[src/rtl/subrange_pkg.sv]
package subrange_pkg;

  // Outcome of comparing the merged value against the code range
  typedef enum logic [1:0] {
    RANGE_OK   = 2'd0,
    RANGE_LOW  = 2'd1,
    RANGE_HIGH = 2'd2
  } range_e;

endpackage

[src/rtl/subrange_merge.sv]
// Capture stage plus overlap-corrected merge stage.
module subrange_merge #(
  parameter int CW    = 5,
  parameter int FW    = 6,
  parameter int SW    = 12,
  parameter int SHIFT = 5,
  parameter int OFS   = 16
) (
  input  logic                 clk,
  input  logic                 rst,
  input  logic [CW-1:0]        coarse,
  input  logic [FW-1:0]        fine,
  output logic signed [SW-1:0] sum_q
);

  logic [CW-1:0]        coarse_q;
  logic [FW-1:0]        fine_q;
  logic signed [SW-1:0] sum_d;

  // Stage 0: capture the raw codes on the sampling edge
  always_ff @(posedge clk) begin
    if (rst) begin
      coarse_q <= '0;
      fine_q   <= '0;
    end else begin
      coarse_q <= coarse;
      fine_q   <= fine;
    end
  end

  // Coarse weight is one fine LSB shifted up; the overlap offset is removed
  always_comb begin
    sum_d = $signed(SW'(coarse_q) << SHIFT)
          + $signed(SW'(fine_q))
          - $signed(SW'(OFS));
  end

  // Stage 1: signed merged value, wide enough for both overshoots
  always_ff @(posedge clk) begin
    if (rst) sum_q <= '0;
    else     sum_q <= sum_d;
  end

endmodule

[src/rtl/subrange_clamp.sv]
// Range detection and saturation stage.
module subrange_clamp
  import subrange_pkg::*;
#(
  parameter int SW = 12,
  parameter int OW = 10
) (
  input  logic                 clk,
  input  logic                 rst,
  input  logic signed [SW-1:0] sum,
  output logic [OW-1:0]        code_q,
  output logic                 ovr_q
);

  localparam logic signed [SW-1:0] TOP_CODE = SW'((2 ** OW) - 1);

  range_e kind;

  always_comb begin
    if (sum < 0)             kind = RANGE_LOW;
    else if (sum > TOP_CODE) kind = RANGE_HIGH;
    else                     kind = RANGE_OK;
  end

  always_ff @(posedge clk) begin
    if (rst) begin
      code_q <= '0;
      ovr_q  <= 1'b0;
    end else begin
      case (kind)
        RANGE_LOW: begin
          code_q <= '0;
          ovr_q  <= 1'b1;
        end
        RANGE_HIGH: begin
          code_q <= '1;
          ovr_q  <= 1'b1;
        end
        default: begin
          code_q <= sum[OW-1:0];
          ovr_q  <= 1'b0;
        end
      endcase
    end
  end

endmodule

[src/rtl/subrange_delay.sv]
// Register line that pads the pipeline to the configured latency.
module subrange_delay #(
  parameter int W     = 11,
  parameter int DEPTH = 1
) (
  input  logic         clk,
  input  logic         rst,
  input  logic [W-1:0] din,
  output logic [W-1:0] dout
);

  logic [DEPTH-1:0][W-1:0] stg;

  always_ff @(posedge clk) begin
    if (rst) begin
      stg <= '0;
    end else begin
      stg[0] <= din;
      for (int i = 1; i < DEPTH; i++) stg[i] <= stg[i-1];
    end
  end

  assign dout = stg[DEPTH-1];

endmodule

[src/rtl/subrange_fill.sv]
// Tracks pipeline refill after a clock stop or reset.
module subrange_fill #(
  parameter int LAT = 3
) (
  input  logic clk,
  input  logic rst,
  input  logic clk_run,
  output logic valid_q
);

  localparam int CNT_W = $clog2(LAT + 1);
  localparam logic [CNT_W-1:0] FULL = CNT_W'(LAT);

  logic [CNT_W-1:0] cnt_q;

  always_ff @(posedge clk) begin
    if (rst || !clk_run) begin
      cnt_q   <= '0;
      valid_q <= 1'b0;
    end else begin
      if (cnt_q != FULL) cnt_q <= cnt_q + 1'b1;
      valid_q <= (cnt_q == FULL);
    end
  end

endmodule

[src/rtl/subrange_corrector.sv]
// Digital correction back end for a two-step subranging converter.
module subrange_corrector #(
  parameter int COARSE_W    = 5,
  parameter int FINE_W      = 6,
  parameter int OUT_W       = 10,
  parameter int LATENCY     = 3,
  parameter int OVERLAP_OFS = 16
) (
  input  logic                clk,
  input  logic                rst,
  input  logic                clk_run,
  input  logic [COARSE_W-1:0] coarse_code,
  input  logic [FINE_W-1:0]   fine_code,
  output logic [OUT_W-1:0]    data_out,
  output logic                over_range,
  output logic                data_valid
);

  localparam int SUM_W  = COARSE_W + FINE_W + 1;
  localparam int SHIFT  = OUT_W - COARSE_W;
  localparam int TAIL   = (LATENCY > 2) ? LATENCY - 2 : 1;
  localparam int WORD_W = OUT_W + 1;

  logic signed [SUM_W-1:0] merged;
  logic [OUT_W-1:0]        clamp_code;
  logic                    clamp_ovr;
  logic [WORD_W-1:0]       tail_out;

  subrange_merge #(
    .CW   (COARSE_W),
    .FW   (FINE_W),
    .SW   (SUM_W),
    .SHIFT(SHIFT),
    .OFS  (OVERLAP_OFS)
  ) u_merge (
    .clk   (clk),
    .rst   (rst),
    .coarse(coarse_code),
    .fine  (fine_code),
    .sum_q (merged)
  );

  subrange_clamp #(
    .SW(SUM_W),
    .OW(OUT_W)
  ) u_clamp (
    .clk   (clk),
    .rst   (rst),
    .sum   (merged),
    .code_q(clamp_code),
    .ovr_q (clamp_ovr)
  );

  subrange_delay #(
    .W    (WORD_W),
    .DEPTH(TAIL)
  ) u_tail (
    .clk (clk),
    .rst (rst),
    .din ({clamp_ovr, clamp_code}),
    .dout(tail_out)
  );

  subrange_fill #(
    .LAT(LATENCY)
  ) u_fill (
    .clk    (clk),
    .rst    (rst),
    .clk_run(clk_run),
    .valid_q(data_valid)
  );

  assign data_out   = tail_out[OUT_W-1:0];
  assign over_range = tail_out[OUT_W];

endmodule

[config.mk]
export PLATFORM = sky130hd
export DESIGN_NAME = subrange_corrector
export DESIGN_NICKNAME = d
export VERILOG_FILES = /design/src/rtl/subrange_pkg.sv /design/src/rtl/subrange_merge.sv /design/src/rtl/subrange_clamp.sv /design/src/rtl/subrange_delay.sv /design/src/rtl/subrange_fill.sv /design/src/rtl/subrange_corrector.sv
export SDC_FILE = /design/constraint.sdc
export NUM_CORES = 1
export LEC_CHECK = 0
export ABC_AREA = 1
export BUFFER_PORTS_ARGS = -buffer_cell sky130_fd_sc_hd__buf_2
export CORE_MARGIN = 4
export CORE_UTILIZATION = 54
export DETAILED_ROUTE_END_ITERATION = 7
export GPL_TIMING_DRIVEN = 0
export PLACE_DENSITY = 0.85
export SYNTH_ARGS = -nofsm -noshare
export SYNTH_HDL_FRONTEND = slang
export SYNTH_HIERARCHICAL = 1
export SYNTH_SLANG_ARGS = --single-unit
[constraint.sdc]
create_clock -name clk -period 2.3 [get_ports clk]
set_input_delay 0.46 -clock clk [delete_from_list [all_inputs] [get_ports clk]]
set_output_delay 0.46 -clock clk [all_outputs]
set_load 0.01 [all_outputs]
; Word-level counts from Yosys, hierarchy flattened
; Index checks and enable logic that the tools add are counted.
[totals]
ff_bits = 48
in_bits = 14
[op_classes]
add_sub_neg = 3
n_lt_le_gt_ge = 2
eq_ne = 4
n_mux = 4
reduce_logical = 3
[op_table]
columns = operator, n
row1 = one-hot mux 10 bit (2 select lines), 1
row2 = "> comparator 12 x 11 -> 1 bit, second input constant", 1
row3 = "< comparator 12 x 1 -> 1 bit, second input constant", 1
row4 = "subtractor 12 x 6 -> 12 bit, second input constant", 1
row5 = adder 10 x 6 -> 11 bit, 1
row6 = "equality test 2 bit, second input constant", 2
row7 = two-way mux 2 bit, 2
row8 = "adder 2 x 1 -> 2 bit, second input constant", 1
row9 = "equality test 2 x 1 -> 1 bit, second input constant", 1
row10 = "!= test 2 bit, second input constant", 1
row11 = OR reduction 2 bit, 1
row12 = zero test 1 bit, 1
row13 = logical OR 1 bit, 1
row14 = two-way mux 1 bit, 1

; Logic depth before layout (Yosys ltp)
[depth]
depth_word = 6
ltp_mapped = 10

; Cells and area by module
; Netlist, hierarchy kept.
[modules_own_cells]
columns = module, instances, cells_each, area_each_um2, seq_area_each_um2
row1 = subrange_merge, 1, 108, 888.4, 460.4
row2 = subrange_clamp, 1, 37, 327.8, 220.2
row3 = subrange_delay, 1, 34, 314.1, 220.2
row4 = subrange_fill, 1, 18, 137.6, 60.1

; Worst setup path before layout
; OpenSTA, ideal clock, no wires.
[synth_timing]
path_type = reg-to-reg
start = reg u_merge.coarse_q[0]
end = reg u_merge.sum_q[9]
setup_time_ps = 116
t_arrival_ps = 1554
required_ps = 2184
setup_slack_ps = 630
path_stages_with_launch = 10
path_buffers = 0
synth_period_minus_slack_ps = 1670
cell_sequence = dfxtp_1 > inv_1 > ha_1 > inv_1 > ha_1 > inv_1 > fa_1 > o21ai_1 > and2_1 > nor2_1
[synth_between]
elab_chain_len = 2
[synth_rtl]
columns = element, line
row1 = from (decl), subrange_merge.sv:16  ; logic [CW-1:0] coarse_q;
row2 = from (signal assigned), subrange_merge.sv:26  ; coarse_q <= coarse;
row3 = adder 10 x 6 -> 11 bit, subrange_merge.sv:34  ; + $signed(SW'(fine_q))
row4 = subtractor 12 x 6 -> 12 bit, subrange_merge.sv:35  ; - $signed(SW'(OFS));
row5 = to (signal assigned), subrange_merge.sv:41  ; else sum_q <= sum_d;
row6 = to (decl), subrange_merge.sv:13  ; output logic signed [SW-1:0] sum_q
; Every way passes these cells.
; A chain may end at the register's enable or synchronous reset.

; Worst setup path after layout
; Same ends and word-level chain as after synthesis.

==> results_dict.tcl <==
set metrics [dict create \
    synth_seq_cells 48 \
    leakage_nw 0.985 \
    slew_headroom_pct 86.3 \
    slew_violations 0 \
    vias 1094 \
    synth_top_family_by_area "simple AND/OR/NAND/NOR gates" \
    r2r_start "u_merge/coarse_q[0]$_SDFF_PP0_" \
    numCtsBuffers 5 \
    fin_ws_ns 0.483 \
    grt_usage_pct 12.4 \
    fin_crit_sh_pct 79.0 \
    regToRegEndpoint "u_merge/sum_q[9]$_SDFF_PP0_" \
    holdWs_ns 0.288 \
    drt_iter0_markers 41 \
    critPathLaunchType "flip-flop" \
    start_util_pct 58.5 \
    hold_buffers 0 \
    synth_top_area_share_pct 57.6 \
    cp_slowest_cell "fa_1" \
    crit_chain "inv_1 > ha_1 > inv_1 > ha_1 > inv_1 > fa_1 > o21ai_1 > and2_1 > nor2_1" \
    cts_tree "yes" \
    synth.avg_cell_area_um2 8.47 \
    drt-wirelength-per-cell_um 7.64 \
    port_buffers 25 \
    synth-xor-area-share_pct 0 \
    gp_congestion 0.810 \
    rsz0062_at_grt "no" \
    maxCapViolCount 0 \
    clk_latency_ns 0.35 \
    place_ws_ns 0.505 \
    crit_path_frequent_cell "inv_1" \
    synth_mux_area_share_pct 0 \
    yosys.area_share.adder_pct 8.70 \
    min_to "u_merge/coarse_q[0]$_SDFF_PP0_" \
    hp-start "coarse_code[0]" \
    final_cell_mix "nor2_1 (57), dfxtp_1 (48), inv_1 (45)" \
    cp-end-kind "flip-flop" \
    fin_util_pct 66.0 \
    placed_cells 253 \
    placed_cell_area_um2 1830 \
    antenna_found_initial 0 \
    fin_skew_ns 0.0105 \
    final_hold_viol_count 0 \
    cts.sinks 48 \
    whs_path_depth 3 \
    clkTransAtPathRegs_ns 0.13 \
    arrival_ns 2.07 \
    power.total_mw 1.42 \
    r2r_cells 9 \
    ys_top_cells_by_area "dfxtp_1 (58%), nor2_1 (13%), inv_1 (10%)" \
    drt_wl_total_mm 1.99 \
    die_h_um 63.6 \
    syn-cell-area_um2 1670 \
    ys_seq_area_share_pct 57.6 \
    vias_per_cell 4.21 \
    ctsResizeCount 0 \
    post_cts_buffers 0 \
    finalNetCount 254 \
    synth_compound_area_share_pct 2.70 \
    ant_nets 0 \
    drc 0 \
    drive_gt1_share_pct 17.9 \
    firstDrtPassIters 4 \
    grt_pass1_vias 985 \
    grt_pass1_wl_mm 3.82 \
    nFillCells 247 \
    synth_top_area_cell "dfxtp_1" \
    finalSetupViolCount 0 \
    grt_overflow_total 0 \
    ir_drop_mv 0.475 \
    design_area_um2 1880 \
    hp-class "primary input to flip-flop" \
    yosys.area_share.simple_pct 18.5 \
    syn_to_final_growth_pct 12.8 \
    post-dp-hpwl_mm 1.48 \
    critPathKind "flip-flop to flip-flop" \
    status "finished clean" \
    htreeDepth 2 \
    core_area_um2 2850 \
    finalNonFillerCells 260 \
    syn_nets 222 \
    diodes 0 \
    final_common_cell "nor2_1" \
    p_per_area_nw_per_um2 756 \
    finalCriticalPeriod_ns 1.82 \
    placementRows 19 \
    critPathMaxFanout 3 \
    die_x_um 63.6 \
    tightest_slew_ns 0.205 \
    syn_inst 197 \
    die_area_um2 4040 \
    critPathMaxStageDelay_ns 0.41 \
    cp.required_ns 2.56 \
    grt_max_degree 15 \
    synth_cell_type_count 16 \
    pin_count 26 \
    clockRootBuffer "clkbuf_4" \
    yosys_warnings 6 \
    clockBufferDepth 2 \
    r2r_slack_ns 0.48 \
    timing.setup.tns_ns 0 \
    fmax_mhz 550 \
]
[report_power, final]
| part | leakage [nW] | internal (mW) | switching, mW |
|---|---|---|---|
| registers | 0.397 | 0.891 | 0.0173 |
| logic | 0.561 | 0.0707 | 0.0913 |
| clock network | 0.0271 | 0.112 | 0.240 |
| total | 0.985 | 1.07 | 0.349 |
[cell usage after synthesis (all sizes together)]
cell type	n
nand3	2
and2	2
fa	1
nor2	59
buf	4
ha	10
a21oi	6
o21ai	3
dfxtp	48
inv	47
nand2	15
[state kept, by name, summed over array words and instances (netlist names)]
| name | flops |
|---|---|
| u_merge/sum_q | 12 |
| u_fill/valid_q | 1 |
| u_tail/dout | 11 |
| u_clamp/code_q | 10 |
| u_merge/coarse_q | 5 |
| u_fill/cnt_q | 2 |
| u_merge/fine_q | 6 |
| u_clamp/ovr_q | 1 |
[worst max-delay path: cells and delay by family (launching register included)]
kind,cells,cell delay [ns]
AO/OA/AOI/OAI,1,0.21
AND/OR/NAND/NOR,2,0.19
flip-flops,1,0.33
buffers and inverters,3,0.15
adder cells (fa/ha/maj),3,0.84
[per-layer routing]
| layer | global-route usage (%) | part of all wire (%) | routed length [um] |
|---|---|---|---|
| met4 | 9.70 | 3.6 | 72 |
| met2 | 21.6 | 47 | 942 |
| met3 | 4.26 | 6.4 | 127 |
| met1 | 11.7 | 42 | 843 |
| met5 | 0 | 0 | 0 |
[final cells by class]
class,instances,area (um^2),area share [%]
flip-flops and latches,48,961,51.1
repair buffers,25,125,6.65
well taps,31,38.8,2.06
clock buffers,5,37.5,1.99
multi-input cells,98,498,26.5
clock inverters,2,12.5,0.665
inverters,47,176,9.38
plain buffers,4,32.5,1.73
[logic make-up after synthesis]
logic type	count (synthesis)
compound gates	9
fa+ha+maj	11
buf+inv	51
flops	48
simple gates	78
[how the worst max path moves through the flow]
stage,from,to,slack (ns),cells after the start
detailed placement,u_merge/coarse_q[0]$_SDFF_PP0_,u_merge/sum_q[9]$_SDFF_PP0_,0.50,9
global route,u_merge/coarse_q[0]$_SDFF_PP0_,u_merge/sum_q[9]$_SDFF_PP0_,0.35,9
CTS,u_merge/coarse_q[0]$_SDFF_PP0_,u_merge/sum_q[9]$_SDFF_PP0_,0.47,9
floorplan,u_merge/coarse_q[0]$_SDFF_PP0_,u_merge/sum_q[9]$_SDFF_PP0_,0.63,9
global placement,u_merge/coarse_q[0]$_SDFF_PP0_,u_merge/sum_q[9]$_SDFF_PP0_,0.53,9
finish,u_merge/coarse_q[0]$_SDFF_PP0_,u_merge/sum_q[9]$_SDFF_PP0_,0.48,9
(Power assumes the default switching activity.)
